`src/rtl/save_spi_pkg.sv`:
```
package save_spi_pkg;
  typedef enum logic [7:0] {
    OP_READ      = 8'h03,
    OP_LATCH_CLR = 8'h04,
    OP_STATUS    = 8'h05,
    OP_LATCH_SET = 8'h06,
    OP_IDENT     = 8'h9F
  } save_op_e;

  localparam int EN_BIT   = 15;
  localparam int DEV_BIT  = 13;
  localparam int KEEP_BIT = 6;
  localparam int WEL_BIT  = 1;
  localparam logic [15:0] CTRL_WMASK = 16'hE043;
  localparam logic [15:0] CTRL_HOLD  = 16'h0080;
  localparam logic [7:0]  IDENT_BYTE = 8'hFF;

  function automatic logic [15:0] ctrl_merge(input logic [15:0] cur, input logic [15:0] wr);
    return (cur & CTRL_HOLD) | (wr & CTRL_WMASK);
  endfunction

  function automatic logic [7:0] preload_byte(input logic [31:0] a);
    logic [7:0] p;
    p = a[7:0] * 8'd5;
    return p ^ a[12:5];
  endfunction

  function automatic logic [7:0] fetch_byte(input logic [31:0] a, input logic [31:0] size);
    return (a < size) ? preload_byte(a) : 8'h00;
  endfunction

  function automatic logic known_op(input logic [7:0] c);
    return c == OP_READ || c == OP_LATCH_CLR || c == OP_STATUS ||
           c == OP_LATCH_SET || c == OP_IDENT;
  endfunction
endpackage

```
`src/rtl/save_ctrl_reg.sv`:
```
module save_ctrl_reg
  import save_spi_pkg::*;
(
  input  logic        clk,
  input  logic        rst_n,
  input  logic        wr,
  input  logic [15:0] wdata,
  output logic [15:0] ctrl,
  output logic        dev_en,
  output logic        keep_sel
);
  always_ff @(posedge clk) begin
    if (!rst_n) ctrl <= '0;
    else if (wr) ctrl <= ctrl_merge(ctrl, wdata);
  end

  assign dev_en   = ctrl[EN_BIT] & ctrl[DEV_BIT];
  assign keep_sel = ctrl[KEEP_BIT];
endmodule

```
`src/rtl/save_mem_responder.sv`:
```
module save_mem_responder
  import save_spi_pkg::*;
#(
  parameter int MEM_BYTES  = 8192,
  parameter int ADDR_BYTES = 2
) (
  input  logic       clk,
  input  logic       rst_n,
  input  logic       byte_vld,
  input  logic [7:0] byte_in,
  input  logic       keep,
  output logic [7:0] resp,
  output logic [7:0] status,
  output logic       hold,
  output logic [7:0] cmd,
  output logic       cmd_evt
);
  localparam logic [7:0]  POS_END = 8'(ADDR_BYTES + 1);
  localparam logic [31:0] SIZE    = 32'(MEM_BYTES);

  logic [7:0]  pos_q;
  logic [31:0] addr_q;
  logic        addr_phase;

  assign cmd_evt    = byte_vld && keep && !hold;
  assign addr_phase = pos_q < POS_END;

  always_ff @(posedge clk) begin
    if (!rst_n) begin
      hold   <= 1'b0;
      cmd    <= '0;
      resp   <= '0;
      status <= '0;
      pos_q  <= '0;
      addr_q <= '0;
    end else if (byte_vld) begin
      if (!keep) hold <= 1'b0;
      if (cmd_evt) begin
        cmd    <= byte_in;
        hold   <= 1'b1;
        resp   <= 8'h00;
        pos_q  <= 8'd1;
        addr_q <= '0;
      end else begin
        case (cmd)
          OP_READ: begin
            if (addr_phase) begin
              addr_q <= {addr_q[23:0], byte_in};
              resp   <= 8'h00;
              pos_q  <= pos_q + 8'd1;
            end else begin
              resp   <= fetch_byte(addr_q, SIZE);
              addr_q <= addr_q + 32'd1;
            end
          end
          OP_LATCH_CLR: begin
            status[WEL_BIT] <= 1'b0;
            resp <= 8'h00;
          end
          OP_STATUS:    resp <= status;
          OP_LATCH_SET: begin
            status[WEL_BIT] <= 1'b1;
            resp <= 8'h00;
          end
          OP_IDENT:     resp <= IDENT_BYTE;
          default:      resp <= resp;
        endcase
      end
    end
  end
endmodule

```
`src/rtl/save_spi_port.sv`:
```
module save_spi_port
  import save_spi_pkg::*;
#(
  parameter int MEM_BYTES  = 8192,
  parameter int ADDR_BYTES = 2
) (
  input  logic        clk,
  input  logic        rst_n,
  input  logic        ctrl_wr,
  input  logic [15:0] ctrl_wdata,
  output logic [15:0] ctrl_rdata,
  input  logic        data_wr,
  input  logic [7:0]  data_wdata,
  output logic [7:0]  data_rdata
);
  logic       dev_en, keep_sel, byte_vld;
  logic [7:0] resp, status, cmd;
  logic       hold, cmd_evt;

  save_ctrl_reg u_ctrl (
    .clk(clk), .rst_n(rst_n), .wr(ctrl_wr), .wdata(ctrl_wdata),
    .ctrl(ctrl_rdata), .dev_en(dev_en), .keep_sel(keep_sel)
  );

  assign byte_vld = data_wr & dev_en;

  save_mem_responder #(.MEM_BYTES(MEM_BYTES), .ADDR_BYTES(ADDR_BYTES)) u_mem (
    .clk(clk), .rst_n(rst_n), .byte_vld(byte_vld), .byte_in(data_wdata),
    .keep(keep_sel), .resp(resp), .status(status), .hold(hold),
    .cmd(cmd), .cmd_evt(cmd_evt)
  );

  assign data_rdata = dev_en ? resp : 8'h00;
endmodule

```
`config.mk`:
```
export PLATFORM = sky130hd
export DESIGN_NAME = save_spi_port
export DESIGN_NICKNAME = d
export VERILOG_FILES = /design/src/rtl/save_spi_pkg.sv /design/src/rtl/save_ctrl_reg.sv /design/src/rtl/save_mem_responder.sv /design/src/rtl/save_spi_port.sv
export SDC_FILE = /design/constraint.sdc
export NUM_CORES = 1
export LEC_CHECK = 0
export BUFFER_PORTS_ARGS = -buffer_cell sky130_fd_sc_hd__buf_2
export CORE_MARGIN = 4
export CORE_UTILIZATION = 35
export DETAILED_ROUTE_END_ITERATION = 12
export HOLD_SLACK_MARGIN = 0.06
export SLEW_MARGIN = 10
export SYNTH_ARGS = -nofsm -noshare
export SYNTH_HDL_FRONTEND = slang
export SYNTH_SLANG_ARGS = --single-unit
```
`constraint.sdc`:
```
create_clock -name clk -period 2.3 [get_ports clk]
set_input_delay 0.23 -clock clk [delete_from_list [all_inputs] [get_ports clk]]
set_output_delay 0.23 -clock clk [all_outputs]
set_load 0.02 [all_outputs]
```
==> metrics.md <==
| Metric | Value |
|---|---|
| Worst skew pair latency | 0.35 ns |
| Htree depth | 3 |
| CP Max Fanout | 9 |
| Mean Syn Cell Area | 7.875 µm² |
| Adder-Cell Fraction of Synth Area | under 10% |
| DR vias/cell | 5.606 |
| Post-synth EDFFs | 0 |
| Crit-path cells | or4_4, or3_4, or3_1, mux2_2, a31oi_1 |
| Clk slew on worst S/H paths | 0.08 ns |
| Register area share after synthesis | 33.90% |
| Setup TNS Final | 0 ns |
| Crit path largest cell delay | 0.58 ns |
| Clock Sinks | 64 |
| Die extent in x | roughly 110 µm |
| Worst endpoint data arrival time | 2.44 ns |
| CP delay by family, top | simple AND/OR/NAND/NOR gates |
| Dpl hpwl | 7557 µm |
| Setup violators final | 0 |
| RSZ-0062 raised after global routing | no |
| Full die area | approximately 13000 µm² |
| Max clock buf depth | 2 |
| Yosys cell types | 53 |
| Overall Global Routing Usage | 16.93% |
| FILL cells | around 1100 |
| Skew final | 0.01025 ns |
| Worst path bufs/invs | 0 |
| Slew headroom | 61.17% |
| Fmax | 462.7 MHz |
| # Max-Cap Violations | 0 |
| CTS tree | built |
| Hold buffers post-CTS | 0 |
| WL per Instance | 15.78 µm |
| Starting Density | 36.29% |
| Worst setup EP type | flop |
| Syn Std Cell Area | 3780 µm² |
| Post-CTS Setup Repair Bufs | 0 |
| Drt first pass iters | 6 |
| Largest family of logic cells by synthesized area | simple AND/OR/NAND/NOR gates |
| Slowest-stage cell, CP | or4_4 |
| Grt ovf | 0 |
| Final net count | 556 |
| DRT antenna net count | 0 |
| Post-Synthesis Cells | 480 |
| Complex-gate fraction of the synthesized area | 20.36% |
| Non-Filler Instances | 657 |
| Fraction of layout cells with a size suffix above 1 | 17.08% |
| Slew Limit Fails | 0 |
| Core Box Area | between 10000 and 15000 µm² |
| Hold Path Class | input pin to flop |
| Data required, critical path | 2.58 ns |
| XOR/XNOR share of the synthesized area | 5.329% |
| CTS buffer count | 9 |
| Final Hold Slack | 0.1114 ns |
| First-pass GRT wire length | 17360 µm |
| Pwr Density | slightly above 500 nW/µm² |
| Via Count | 3683 |
| PortBufs | 31 |
| Min Tclk post-route | roughly 2.2 ns |
| Area Growth Syn to Fin | 15.69% |
| P_leak | 0.001703 µW |
| Simple-Gate Fraction of Synth Area | 26.42% |
| CP Launch Type | flop |
| # rows | 37 |
| Die Y-Extent | 111.9 µm |
| Routed WL | 10370 µm |
| Initial antenna violation count | 0 |
| VDD IR-drop max | 0.3332 mV |
| Worst slew pin tran | between 0.5 and 0.6 ns |
| Prevailing post-synth register cell | dfxtp_1 |
| Synthesized flop and latch total | 64 |
| Status | finished, final reports clean |
| Final Hold Viols | 0 |
| ANT cells | 0 |
| Final Util | 41.98% |
| Post-synthesis mux area share | 3.045% |
| Critical setup path kind | flop to flop |
| Asr flop ratio synth | 0% |
| Clock Root Buffer | clkbuf_8 |
| 1st-iter DRT viols | approximately 430 |
| Tot Pwr | about 2200 µW |
| Post-CTS Resized | 0 |
| I/O pin cnt | 52 |
| Ys Warns | 0 |
| RePlAce Congestion | approximately 0.85 |
| Tcrit/Tclk final | 93.96% |
| Vias in the first global route | 3495 |
| # DRC | 0 |
| Largest net degree at the start of global routing | 30 |
| # placed instances | 641 |
state kept, by name, indices dropped and copies added (netlist names):
register      flops
u_mem.pos_q       8
u_mem.addr_q     32
u_mem.resp        8
u_mem.status      1
u_mem.hold        1
u_ctrl.ctrl       6
u_mem.cmd         8
report_power, final:
group	switching (µW)	internal [µW]	leakage, µW
combinational	74.8	32.5	0.00109
sequential	3.61	1110	0.000516
clock	462	555	0.000101
synthesized netlist by cell type, types with 3 or more instances:
library cell,number,share of area [%]
xor2_1,15,3.5
a21o_1,6,1.2
nand3_1,29,3.8
clkbuf_1,29,2.9
a22oi_1,8,1.6
a211oi_1,3,0.60
o31a_1,4,0.93
and3_1,29,4.8
mux2_2,4,1.2
nand4b_1,4,0.93
o2bb2ai_1,7,1.6
nor3_1,17,2.3
xnor2_1,8,1.9
a21oi_1,45,6.0
nor2_1,22,2.2
dfxtp_1,64,34
nand4_1,12,2.0
o22ai_1,8,1.3
a32oi_1,3,0.70
or3_1,5,0.83
o21ai_0,23,3.0
a31oi_1,4,0.66
mux2i_1,7,1.9
inv_1,9,0.89
ha_1,11,3.6
nand2_1,48,4.8
o31ai_1,3,0.60
buf_2,4,0.53
buf_4,11,2.2
nor4_1,7,1.2
worst reg2reg max path: stages (launching register included):
cell and delay, ns:
dfxtp_1 0.34, or4_4 0.58, or3_4 0.40, or3_1 0.37, mux2_2 0.28, a31oi_1 0.12
per-stage QoR:
stage	area, µm²	setup WS [ns]
detailed placement	4153	0.04294
global route	4373	0.007501
global placement	4153	0.1167
CTS	4359	0.03868
finish	4373	0.1389
floorplan	3814	0.2179
worst paths after layout:
kind / from / to / slack, ns / depth (start not counted)
max: u_mem.cmd[2] / u_mem.addr_q[24] / 0.14 / 5
min: ctrl_wdata[15] / u_ctrl.ctrl[15] / 0.11 / 3
max reg2reg: u_mem.cmd[2] / u_mem.addr_q[24] / 0.14 / 5
min reg2reg: u_mem.resp[2] / u_mem.resp[2] / 0.47 / 1
cell usage in the layout (no fill, tap or decap), drive strengths merged, types with 3 or more instances in the layout:
cell type	n
clkbuf	11
a211oi	3
o31a	4
xnor2	8
a21o	6
buf	62
o2bb2ai	7
nand4	12
and2	3
a31oi	4
or3	5
dfxtp	64
conb	10
a32oi	3
and3	29
a22oi	8
nor2	23
a21oi	45
o31ai	3
mux2	4
nor4	9
mux2i	7
nand2	48
ha	11
xor2	15
nor3	17
inv	9
nand4b	4
o22ai	8
o21ai	25
nand3	29
metal layers:
layer	global-route usage, %	up-vias	part of all wire [%]
met1	22.75	1731	46
met2	26.42	109	46
li1	-	1816	-
met3	3.098	27	5.0
met4	7.543	0	2.4
met5	0	-	0
layout make-up:
class / instances / area (µm²) / area share [%]
Sequential cell: 64 / 1281 / 29.30
Multi-Input combinational cell: 370 / 2293 / 52.45
Tap cell: 136 / 170.2 / 3.891
Timing Repair Buffer: 62 / 387.9 / 8.870
Clock buffer: 11 / 151.4 / 3.462
Inverter: 9 / 33.78 / 0.7725
Clock inverter: 5 / 55.05 / 1.259
cell families (layout without fill, tap and decap cells):
group | count (synthesis) | count (layout)
flops | 64 | 64
simple gates | 190 | 190
compound gates | 124 | 124
other cells | 1 | 10
xor+xnor | 23 | 23
mux | 11 | 11
buf+inv | 55 | 87
fa+ha+maj | 12 | 12
Power figures use the tool's default switching activity.
